[config.mk]
export PLATFORM = sky130hd
export DESIGN_NAME = tq_dual_prio
export DESIGN_NICKNAME = d
export VERILOG_FILES = /design/src/rtl/tq_pkg.sv /design/src/rtl/tq_fifo.sv /design/src/rtl/tq_arb.sv /design/src/rtl/tq_dual_prio.sv
export SDC_FILE = /design/constraint.sdc
export NUM_CORES = 1
export LEC_CHECK = 0
export ABC_AREA = 1
export BUFFER_PORTS_ARGS = -buffer_cell sky130_fd_sc_hd__buf_2
export CELL_PAD_IN_SITES_DETAIL_PLACEMENT = 2
export CELL_PAD_IN_SITES_GLOBAL_PLACEMENT = 2
export CORE_MARGIN = 2
export CORE_UTILIZATION = 40
export CTS_CLUSTER_DIAMETER = 40
export DETAILED_ROUTE_END_ITERATION = 10
export MAX_ROUTING_LAYER = met4
export PLACE_DENSITY = 0.73
export SLEW_MARGIN = 20
export SYNTH_ARGS = -nofsm -noshare
export SYNTH_HDL_FRONTEND = slang
export SYNTH_SLANG_ARGS = --single-unit
[constraint.sdc]
create_clock -name clk_i -period 3.6 [get_ports clk_i]
set_clock_uncertainty 0.1 [all_clocks]
set_input_delay 0 -clock clk_i [delete_from_list [all_inputs] [get_ports clk_i]]
set_output_delay 0 -clock clk_i [all_outputs]
set_load 0.005 [all_outputs]
[src/rtl/tq_pkg.sv]
package tq_pkg;
  localparam int STAT_PER_CH = 4;
  localparam int PRIO_LO = 0;
  localparam int PRIO_HI = 1;
endpackage

[src/rtl/tq_fifo.sv]
module tq_fifo #(
  parameter int DESC_W = 16,
  parameter int DEPTH  = 8,
  localparam int PTR_W = (DEPTH > 1) ? $clog2(DEPTH) : 1,
  localparam int CNT_W = $clog2(DEPTH + 1)
) (
  input  logic              clk_i,
  input  logic              rst_ni,
  input  logic              push_i,
  input  logic              pop_i,
  input  logic [DESC_W-1:0] data_i,
  output logic [DESC_W-1:0] head_o,
  output logic [CNT_W-1:0]  fill_o
);
  logic [DESC_W-1:0] mem [DEPTH];
  logic [PTR_W-1:0]  wr_ptr, rd_ptr;

  function automatic logic [PTR_W-1:0] nxt(input logic [PTR_W-1:0] p);
    return (p == PTR_W'(DEPTH - 1)) ? '0 : p + PTR_W'(1);
  endfunction

  always_ff @(posedge clk_i or negedge rst_ni) begin
    if (!rst_ni) begin
      wr_ptr <= '0;
      rd_ptr <= '0;
      fill_o <= '0;
    end else begin
      if (push_i) wr_ptr <= nxt(wr_ptr);
      if (pop_i)  rd_ptr <= nxt(rd_ptr);
      if (push_i && !pop_i)      fill_o <= fill_o + CNT_W'(1);
      else if (pop_i && !push_i) fill_o <= fill_o - CNT_W'(1);
    end
  end

  always_ff @(posedge clk_i) begin
    if (push_i) mem[wr_ptr] <= data_i;
  end

  assign head_o = mem[rd_ptr];

  AST_NO_OVERFLOW: assert property (@(posedge clk_i) disable iff (!rst_ni)
    (push_i && !pop_i) |-> (fill_o < CNT_W'(DEPTH)));
  AST_NO_UNDERFLOW: assert property (@(posedge clk_i) disable iff (!rst_ni)
    pop_i |-> (fill_o != '0));
endmodule

[src/rtl/tq_arb.sv]
module tq_arb #(
  parameter int WGT_W = 4
) (
  input  logic             clk_i,
  input  logic             rst_ni,
  input  logic             hi_ne_i,
  input  logic             lo_ne_i,
  input  logic             weighted_i,
  input  logic [WGT_W-1:0] weight_i,
  input  logic             grant_i,
  output logic             pick_hi_o
);
  logic [WGT_W-1:0] run_q;

  assign pick_hi_o = hi_ne_i && (!lo_ne_i || !weighted_i || (run_q < weight_i));

  always_ff @(posedge clk_i or negedge rst_ni) begin
    if (!rst_ni) run_q <= '0;
    else if (grant_i) begin
      if (!pick_hi_o)            run_q <= '0;
      else if (run_q < weight_i) run_q <= run_q + WGT_W'(1);
    end
  end
endmodule

[src/rtl/tq_dual_prio.sv]
module tq_dual_prio
  import tq_pkg::*;
#(
  parameter int NUM_CH = 2,
  parameter int DESC_W = 16,
  parameter int DEPTH  = 8,
  parameter int WGT_W  = 4,
  localparam int CH_W  = (NUM_CH > 1) ? $clog2(NUM_CH) : 1,
  localparam int CNT_W = $clog2(DEPTH + 1)
) (
  input  logic                        clk_i,
  input  logic                        rst_ni,
  input  logic [CNT_W-1:0]            cfg_hi_wm_i,
  input  logic [CNT_W-1:0]            cfg_hi_thr_i,
  input  logic [CNT_W-1:0]            cfg_lo_wm_i,
  input  logic [CNT_W-1:0]            cfg_lo_thr_i,
  input  logic [1:0]                  cfg_discard_i,
  input  logic                        cfg_weighted_i,
  input  logic [WGT_W-1:0]            cfg_weight_i,
  input  logic                        enq_valid_i,
  input  logic [CH_W-1:0]             enq_ch_i,
  input  logic                        enq_hi_i,
  input  logic [DESC_W-1:0]           enq_desc_i,
  input  logic                        deq_req_i,
  input  logic [CH_W-1:0]             deq_ch_i,
  output logic                        deq_valid_o,
  output logic                        deq_hi_o,
  output logic [DESC_W-1:0]           deq_desc_o,
  output logic                        drop_o,
  output logic [CH_W-1:0]             drop_ch_o,
  output logic                        drop_hi_o,
  output logic [STAT_PER_CH*NUM_CH-1:0] qstat_o
);
  logic [CNT_W-1:0]  wm  [2];
  logic [CNT_W-1:0]  thr [2];
  logic [CNT_W-1:0]  fill [NUM_CH][2];
  logic [DESC_W-1:0] head [NUM_CH][2];
  logic [1:0]        push [NUM_CH];
  logic [1:0]        pop  [NUM_CH];
  logic [1:0]        rej  [NUM_CH];
  logic [NUM_CH-1:0] pick_hi, any_ne;

  assign wm[PRIO_LO]  = cfg_lo_wm_i;
  assign wm[PRIO_HI]  = cfg_hi_wm_i;
  assign thr[PRIO_LO] = cfg_lo_thr_i;
  assign thr[PRIO_HI] = cfg_hi_thr_i;

  for (genvar c = 0; c < NUM_CH; c++) begin : g_ch
    logic deq_sel;
    assign deq_sel   = deq_req_i && (deq_ch_i == CH_W'(c));
    assign any_ne[c] = (fill[c][PRIO_HI] != '0) || (fill[c][PRIO_LO] != '0);

    for (genvar p = 0; p < 2; p++) begin : g_pr
      logic enq_sel;
      assign enq_sel  = enq_valid_i && (enq_ch_i == CH_W'(c)) && (enq_hi_i == 1'(p));
      assign rej[c][p] = (fill[c][p] == CNT_W'(DEPTH)) ||
                         (cfg_discard_i[p] && (fill[c][p] >= thr[p]));
      assign push[c][p] = enq_sel && !rej[c][p];

      tq_fifo #(.DESC_W(DESC_W), .DEPTH(DEPTH)) u_fifo (
        .clk_i  (clk_i),
        .rst_ni (rst_ni),
        .push_i (push[c][p]),
        .pop_i  (pop[c][p]),
        .data_i (enq_desc_i),
        .head_o (head[c][p]),
        .fill_o (fill[c][p])
      );

      assign qstat_o[STAT_PER_CH*c + 2*p]     = fill[c][p] >= wm[p];
      assign qstat_o[STAT_PER_CH*c + 2*p + 1] = fill[c][p] >= thr[p];

      AST_DROP_KEEPS_FILL: assert property (@(posedge clk_i) disable iff (!rst_ni)
        (enq_sel && rej[c][p] && !pop[c][p]) |=> (fill[c][p] == $past(fill[c][p])));
    end

    tq_arb #(.WGT_W(WGT_W)) u_arb (
      .clk_i      (clk_i),
      .rst_ni     (rst_ni),
      .hi_ne_i    (fill[c][PRIO_HI] != '0),
      .lo_ne_i    (fill[c][PRIO_LO] != '0),
      .weighted_i (cfg_weighted_i),
      .weight_i   (cfg_weight_i),
      .grant_i    (deq_sel && any_ne[c]),
      .pick_hi_o  (pick_hi[c])
    );

    assign pop[c][PRIO_HI] = deq_sel && pick_hi[c];
    assign pop[c][PRIO_LO] = deq_sel && (fill[c][PRIO_LO] != '0) && !pick_hi[c];

    AST_STRICT_HI: assert property (@(posedge clk_i) disable iff (!rst_ni)
      (deq_sel && !cfg_weighted_i && fill[c][PRIO_HI] != '0) |=> (deq_valid_o && deq_hi_o));
    AST_EMPTY_DEQ: assert property (@(posedge clk_i) disable iff (!rst_ni)
      (deq_sel && !any_ne[c]) |=> !deq_valid_o);
  end

  logic              deq_v_d, deq_hi_d, drop_d;
  logic [DESC_W-1:0] deq_desc_d;

  always_comb begin
    deq_v_d    = 1'b0;
    deq_hi_d   = 1'b0;
    deq_desc_d = '0;
    drop_d     = 1'b0;
    for (int c = 0; c < NUM_CH; c++) begin
      if (deq_req_i && deq_ch_i == CH_W'(c) && any_ne[c]) begin
        deq_v_d    = 1'b1;
        deq_hi_d   = pick_hi[c];
        deq_desc_d = pick_hi[c] ? head[c][PRIO_HI] : head[c][PRIO_LO];
      end
      if (enq_valid_i && enq_ch_i == CH_W'(c))
        drop_d = rej[c][enq_hi_i];
    end
  end

  always_ff @(posedge clk_i or negedge rst_ni) begin
    if (!rst_ni) begin
      deq_valid_o <= 1'b0;
      deq_hi_o    <= 1'b0;
      deq_desc_o  <= '0;
      drop_o      <= 1'b0;
      drop_ch_o   <= '0;
      drop_hi_o   <= 1'b0;
    end else begin
      deq_valid_o <= deq_v_d;
      deq_hi_o    <= deq_hi_d;
      if (deq_v_d) deq_desc_o <= deq_desc_d;
      drop_o      <= drop_d;
      if (drop_d) begin
        drop_ch_o <= enq_ch_i;
        drop_hi_o <= enq_hi_i;
      end
    end
  end

  AST_DROP_PULSE: assert property (@(posedge clk_i) disable iff (!rst_ni)
    drop_o |-> $past(enq_valid_i));
endmodule

==> flow_summary.yaml, run 1 <==
power:
  combPwrFrac_pct: 32.1
  internal-power_w: 0.01641
  seqPwrFrac_pct: 32.2
  switchingPower_w: 0.01005
  clockPowerShare_pct: 35.7
  powerDensity_nw_per_um2: 863.9
  ir_drop_v: 0.0005190
  netSwitchingFraction_pct: 37.97
  p_leak_nw: 11.97
synthesis:
  yosysUniqueCellTypes: 39
  synth-edff-count: 512
  avgSynthCellArea_um2: 10.94
  yosys_warnings: 0
  synth_compound_area_share_pct: 6.175
  ys_ff_latch: 581
  synth_top_family_by_area: "simple AND/OR/NAND/NOR gates"
  synthAdderAreaFrac_pct: 3.693
  synth_mux_area_share_pct: 0
  async_reset_ff_share_pct: 11.88
  syn_nets: 2422
  synth_xor_area_share_pct: 0.4864
  seq_area_frac_synth_pct: 67.84
  yosys.area_share.simple_pct: 18.31
  synth.cell_area_um2: 25210
  synthCells: 2304
  synth-main-ff-cell: "edfxtp_1"
timing:
  relSlewSlack_pct: 34.67
  final-setup-viol-count: 0
  period_share_pct: 96.09
  worst_slew_pin_slew_ns: 0.9739
  fin_setup_tns_ns: 0
  fin_hold_ws_ns: 0.04830
  slew_viol_final: 0
  fmax_mhz: 289.1
  period_needed_ns: 3.459
  final_hold_viol_count: 0
worst_setup_path:
  start_kind: "flip-flop"
  crit_path_end_kind: "flip-flop"
  crit_chain: "ha_1 -> nand2_1 -> inv_1 -> nand2_1 -> nand2_1 -> nand2_2 -> nand2_1 -> buf_4 -> nand2_2 -> ha_1 -> inv_1 -> ha_1 -> nand2_1 -> nor2_1 -> a211oi_1 -> nand2_1 -> nand2_1 -> nor2_1 -> xor2_1"
  crit_type: "flip-flop to flip-flop"
  critPathMostFrequentCell: "nand2_1"
  worstReg2RegEnd: "g_ch[0].g_pr[0].u_fifo.fill_o[3]"
  slowest_stage: "dfrtp_1"
  cp_slowest_stage_delay_ns: 0.41
  ff2ff_path_depth: 19
  r2r_start: "g_ch[0].u_arb.run_q[3]"
  worstPathRequired_ns: 4.01
  cp_max_fo: 19
  worstPathArrival_ns: 3.87
  rrSetupSlack_ns: 0.14
floorplan:
  fp.dieH_um: 255.0
  die_area_um2: 65040
  core-area_um2: 62740
  core.rowCount: 92
  ios: 75
  start_util_pct: 40.18
  die_w_um: 255.0
routing:
  first_pass_iters: 5
  dr.first_iter.drc_count: 1310
  routed_wl_mm: 86.16
  drc: 0
  post_drt_wl_per_cell_um: 25.16
  routed_via_density: 5.436
  num_vias: 18610
  postRouteAntennaNets: 0
hold_path:
  hp-start: "cfg_weight_i[3]"
  hold_path.class: "primary input to flip-flop"
  min_to: "g_ch[1].u_arb.run_q[1]"
  worstHoldPathCells: 8
layout:
  area_growth_pct: 21.51
  drive_above_1_share_pct: 15.21
  multi_input_area_um2: 7356
  fillers: 6303
  nNetsFinal: 2610
  diodes: 0
  ff_latch_area_um2: 17120
  final_common_cell: "nand2_1"
  final_cell_mix: "637 x nand2_1, 512 x edfxtp_1, 246 x nor2_1, 209 x o21ai_0, 200 x nand3_1"
  postLayoutCellArea_um2: 30630
global_routing:
  grtUsageTotal_pct: 27.57
  grt_pass1_vias: 20600
  antenna_found_initial: 3
  grt_pass1_wl_mm: 128.2
  grt_max_degree: 67
  grt_overflow: 0
cts:
  numCtsBuffers: 98
  cts_tree: "done"
  cts_sinks: 581
  root_buffer: "clkbuf_16"
  clockBufferDepth: 3
  clkTransAtPathRegs_ns: 0.05
  h-tree-depth: 3
  worstSkewPairLatency_ns: 0.66
run_status:
  outcome: "complete, no violations"
place:
  globalplace.congestion: 0.7995
  hpwl_mm: 49.84
  dpl-instance-area_um2: 26760
  io_buffers: 74
flow_run:
  maxCapViolCount: 0
==> worst max-delay path by stage <==
| stage | slack (ns) | startpoint | cells past startpoint | endpoint |
|---|---|---|---|---|
| floorplan | 0.67 | g_ch[1].g_pr[0].u_fifo.fill_o[1] | 8 | g_ch[1].g_pr[0].u_fifo.mem[6][0] |
| global placement | 0.36 | g_ch[1].g_pr[0].u_fifo.fill_o[1] | 17 | g_ch[1].g_pr[1].u_fifo.fill_o[3] |
| detailed placement | 0.03 | g_ch[1].g_pr[0].u_fifo.fill_o[1] | 17 | g_ch[1].g_pr[1].u_fifo.fill_o[3] |
| CTS | 0.02 | g_ch[1].g_pr[0].u_fifo.fill_o[1] | 15 | g_ch[1].g_pr[1].u_fifo.fill_o[3] |
| global route | -0.01 | g_ch[0].u_arb.run_q[3] | 18 | g_ch[0].g_pr[0].u_fifo.fill_o[3] |
| finish | 0.14 | g_ch[0].u_arb.run_q[3] | 19 | g_ch[0].g_pr[0].u_fifo.fill_o[3] |
==> power groups by stage <==
| stage | clock network, W | logic (W) | registers, W |
|---|---|---|---|
| floorplan | 0 | 0.00512 | 0.00837 |
| global placement | 0 | 0.00758 | 0.00856 |
| detailed placement | 0 | 0.00808 | 0.00861 |
| CTS | 0.00958 | 0.00844 | 0.00851 |
| global route | 0.00985 | 0.00949 | 0.00858 |
| finish | 0.00944 | 0.00850 | 0.00852 |
==> synth_stat cells (2+ instances only) <==
cell,instances,area [um^2]
a211oi_1,4,30.03
a21oi_1,43,215.2
a31oi_1,2,12.51
buf_1,5,18.77
buf_2,58,290.3
buf_4,2,15.01
buf_6,3,33.78
clkbuf_1,36,135.1
clkinv_1,4,15.01
dfrtp_1,69,1727
edfxtp_1,512,15370
fa_1,4,80.08
ha_1,68,850.8
inv_1,92,345.3
inv_2,6,22.52
nand2_1,638,2395
nand2_2,6,37.54
nand3_1,202,1011
nand4_1,7,43.79
nor2_1,248,930.9
nor2_2,3,18.77
nor2_4,2,22.52
nor3_1,17,85.08
o211ai_1,4,30.03
o21ai_0,209,1046
o21ai_1,35,175.2
xnor2_1,8,70.07
xor2_1,6,52.55
==> metrics by stage <==
stage / power (W) / setup WS (ns) / util [%] / std cells
6_report: 0.02646 / 0.1407 / 48.82 / 3424
5_1_grt: 0.02792 / -0.01121 / 48.82 / 3424
4_1_cts: 0.02653 / 0.02492 / 48.63 / 3415
3_5_place_dp: 0.01669 / 0.02794 / 42.66 / 3189
3_3_place_gp: 0.01614 / 0.3590 / 42.66 / 3189
2_1_floorplan: 0.01349 / 0.6650 / - / 2304
==> state kept, by name (all words and copies together) (netlist names) <==
register                 count
drop_ch_o                    1
drop_hi_o                    1
drop_o                       1
deq_desc_o                  16
g_ch.g_pr.u_fifo.rd_ptr     12
deq_valid_o                  1
g_ch.g_pr.u_fifo.wr_ptr     12
deq_hi_o                     1
g_ch.g_pr.u_fifo.fill_o     16
g_ch.u_arb.run_q             8
g_ch.g_pr.u_fifo.mem       512
==> layer usage <==
metal / wire, um / GRT usage, % / vias to the layer above
li1: - / - / 8346
met1: 36430 / 34.77 / 9732
met2: 44290 / 47.14 / 408
met3: 3525 / 3.488 / 127
met4: 1907 / 7.235 / 0
met5: 0 / - / -
==> logic make-up (layout without fill, tap and decap cells) <==
logic type	count (synthesis)	in the layout
simple gates	1130	1131
compound gates	300	300
fa+ha+maj	72	72
xor+xnor	14	14
flops	581	581
buf+inv	207	480
==> cell type report <==
class | instances | share of cell area (%)
multi-input combinational | 1517 | 24.02
sequential | 581 | 55.89
inverter | 102 | 1.250
timing repair buffer | 192 | 4.518
tap | 846 | 3.456
clock buffer | 117 | 8.542
clock inverter | 69 | 2.328
==> critical path: cells and delay by family, from the launching register on <==
| kind | cells | cell delay, ns |
|---|---|---|
| compound gates | 1 | 0.26 |
| buf+inv | 3 | 0.53 |
| flops | 1 | 0.41 |
| fa+ha+maj | 3 | 0.90 |
| simple gates | 11 | 0.99 |
| xor+xnor | 1 | 0.14 |
==> timing repair <==
action                                  in CTS  in global routing
gates cloned                                 1                  0
gates resized for setup                      1                 22
hold buffers                                38                  0
endpoints found under the setup margin       1                  3
hold endpoints to repair                   599                  0
pin swaps                                    1                  0
buffers inserted                             1                 10
No activity file was read; power rests on OpenSTA's default activity.
==> inputs of run 2 (changes only) <==
--- a/config.mk
+++ b/config.mk
@@ -15,6 +15,7 @@
 export DETAILED_ROUTE_END_ITERATION = 10
 export MAX_ROUTING_LAYER = met4
 export PLACE_DENSITY = 0.73
+export RECOVER_POWER = 25
 export SLEW_MARGIN = 20
 export SYNTH_ARGS = -nofsm -noshare
 export SYNTH_HDL_FRONTEND = slang
==> flow_summary.yaml, run 2 (same netlist as run 1, synthesis figures left out) <==
layout:
  reg_top3: "g_ch.g_pr.u_fifo.mem: 512 flops, deq_desc_o: 16 flops, g_ch.g_pr.u_fifo.fill_o: 16 flops"
  fillers: 6315
  final_common_cell: "nand2_1"
  top_register: "g_ch.g_pr.u_fifo.mem"
  diodes: 0
  largest_reg_flops: 512
  final_cell_mix: "637 x nand2_1, 512 x edfxtp_1, 246 x nor2_1, 209 x o21ai_0, 200 x nand3_1"
  nNetsFinal: 2610
  drive_above_1_share_pct: 14.82
  utilization_pct: 48.76
  area_growth_pct: 21.35
timing:
  period_needed_ns: 3.454
  relSlewSlack_pct: -32.58
  worst_slew_pin_slew_ns: 1.989
  period_share_pct: 95.95
  slew_viol_final: 315
  final_hold_viol_count: 0
  fmax_mhz: 289.5
  final-setup-viol-count: 0
place:
  hpwl_mm: 49.84
  io_buffers: 74
  globalplace.congestion: 0.7995
run_status:
  outcome: "finished with violations"
  violations: "max-capacitance violations, max-slew violations"
power:
  p_total_w: 0.02647
  powerDensity_nw_per_um2: 865.4
  seqPwrFrac_pct: 32.2
  p_leak_nw: 11.94
  combPwrFrac_pct: 32.1
  clockPowerShare_pct: 35.7
  ir_drop_v: 0.0005192
  netSwitchingFraction_pct: 38.00
  switchingPower_w: 0.01006
  internal-power_w: 0.01641
worst_setup_path:
  crit_type: "flip-flop to flip-flop"
  crit_path_end_kind: "flip-flop"
  worstPathRequired_ns: 4.01
  rrSetupSlack_ns: 0.15
  r2r_start: "g_ch[0].u_arb.run_q[3]"
  start_kind: "flip-flop"
  ff2ff_path_depth: 19
  worstPathArrival_ns: 3.87
  cp_max_fo: 19
  worstReg2RegEnd: "g_ch[0].g_pr[0].u_fifo.fill_o[3]"
global_routing:
  grt_max_degree: 67
  grt_pass1_vias: 20600
  grtUsageTotal_pct: 27.57
  antenna_found_initial: 3
  grt_pass1_wl_mm: 128.2
  grt_overflow: 0
hold_path:
  worstHoldPathCells: 8
  min_to: "g_ch[1].u_arb.run_q[1]"
  hp-start: "cfg_weight_i[3]"
  hold_path.class: "primary input to flip-flop"
flow_run:
  maxCapViolCount: 9
routing:
  postRouteAntennaNets: 0
  drc: 0
  post_drt_wl_per_cell_um: 25.19
  dr.first_iter.drc_count: 1346
  first_pass_iters: 5
  num_vias: 18650
  routed_wl_mm: 86.24
  routed_via_density: 5.447
floorplan:
  core.rowCount: 92
  die_area_um2: 65040
  core-area_um2: 62740
  start_util_pct: 40.18
  fp.dieH_um: 255.0
  ios: 75
  die_w_um: 255.0
cts:
  cts_tree: "done"
  worstSkewPairLatency_ns: 0.66
  root_buffer: "clkbuf_16"
  clkTransAtPathRegs_ns: 0.05
  cts_sinks: 581
  h-tree-depth: 3
  clockBufferDepth: 3
  numCtsBuffers: 98
-- run 2: cell types whose count changed in the layout (fill, tap and decap cells not counted), sizes merged --
cell,previous run,this run
clkbuf,117,128
buf,156,145
-- run 2: power by group through the flow --
stage	logic [W]	clock network, W	registers [W]
CTS	0.00844	0.00958	0.00851
global placement	0.00758	0	0.00856
detailed placement	0.00808	0	0.00861
global route	0.00949	0.00985	0.00858
finish	0.00850	0.00944	0.00852
floorplan	0.00512	0	0.00837
-- run 2: worst max path at each step --
stage | cells after the start | to | start
3_3_place_gp | 17 | g_ch[1].g_pr[1].u_fifo.fill_o[3] | g_ch[1].g_pr[0].u_fifo.fill_o[1]
5_1_grt | 18 | g_ch[0].g_pr[0].u_fifo.fill_o[3] | g_ch[0].u_arb.run_q[3]
4_1_cts | 15 | g_ch[1].g_pr[1].u_fifo.fill_o[3] | g_ch[1].g_pr[0].u_fifo.fill_o[1]
2_1_floorplan | 8 | g_ch[1].g_pr[0].u_fifo.mem[6][0] | g_ch[1].g_pr[0].u_fifo.fill_o[1]
6_report | 19 | g_ch[0].g_pr[0].u_fifo.fill_o[3] | g_ch[0].u_arb.run_q[3]
3_5_place_dp | 17 | g_ch[1].g_pr[1].u_fifo.fill_o[3] | g_ch[1].g_pr[0].u_fifo.fill_o[1]
-- run 2: area by class of cell --
class,instances,area [um^2],area share (%)
Clock inverter,69,713.2,2.331
Inverter,102,382.9,1.252
Timing Repair Buffer,192,1344,4.393
Clock buffer,117,2616,8.553
Tap cell,846,1059,3.460
Multi-Input combinational cell,1517,7356,24.05
Sequential cell,581,17120,55.96
-- run 2: timing repair --
item / 4_1_cts / 5_1_grt
buffers inserted: 1 / 10
hold buffers: 38 / 0
endpoints found under the setup margin: 1 / 3
pin swaps: 1 / 0
cloned: 1 / 0
hold endpoints to repair: 599 / 0
gates resized for setup: 1 / 22
-- run 2: worst max-delay path: stages (launching register included) --
cell	delay, ns
dfrtp_1	0.41
ha_1	0.35
nand2_1	0.08
inv_1	0.06
nand2_1	0.07
nand2_1	0.13
nand2_2	0.09
nand2_1	0.16
buf_4	0.33
nand2_2	0.11
ha_1	0.26
inv_1	0.14
ha_1	0.29
nand2_1	0.08
nor2_1	0.05
a211oi_1	0.26
nand2_1	0.11
nand2_1	0.07
nor2_1	0.04
xor2_1	0.14
-- run 2: metrics by stage --
step	setup TNS, ns	hold WS (ns)	cells	setup WS (ns)	cell area [um^2]
2_1_floorplan	0	-0.3956	2304	0.6650	25210
3_3_place_gp	0	0.02777	3189	0.3590	26760
3_5_place_dp	0	0.03725	3189	0.02794	26760
4_1_cts	0	0.02988	3415	0.02492	30510
5_1_grt	-0.01801	0.09033	3424	-0.01121	30590
6_report	0	0.04851	3424	0.1457	30590
-- run 2: per-layer routing --
layer  track usage [%]  vias up  share of wire (%)
met1             34.77     9741                 42
met2             47.14      435                 51
met5                 -        -                  0
met4             7.235        0                2.2
met3             3.488      126                4.2
li1                  -     8348                  -
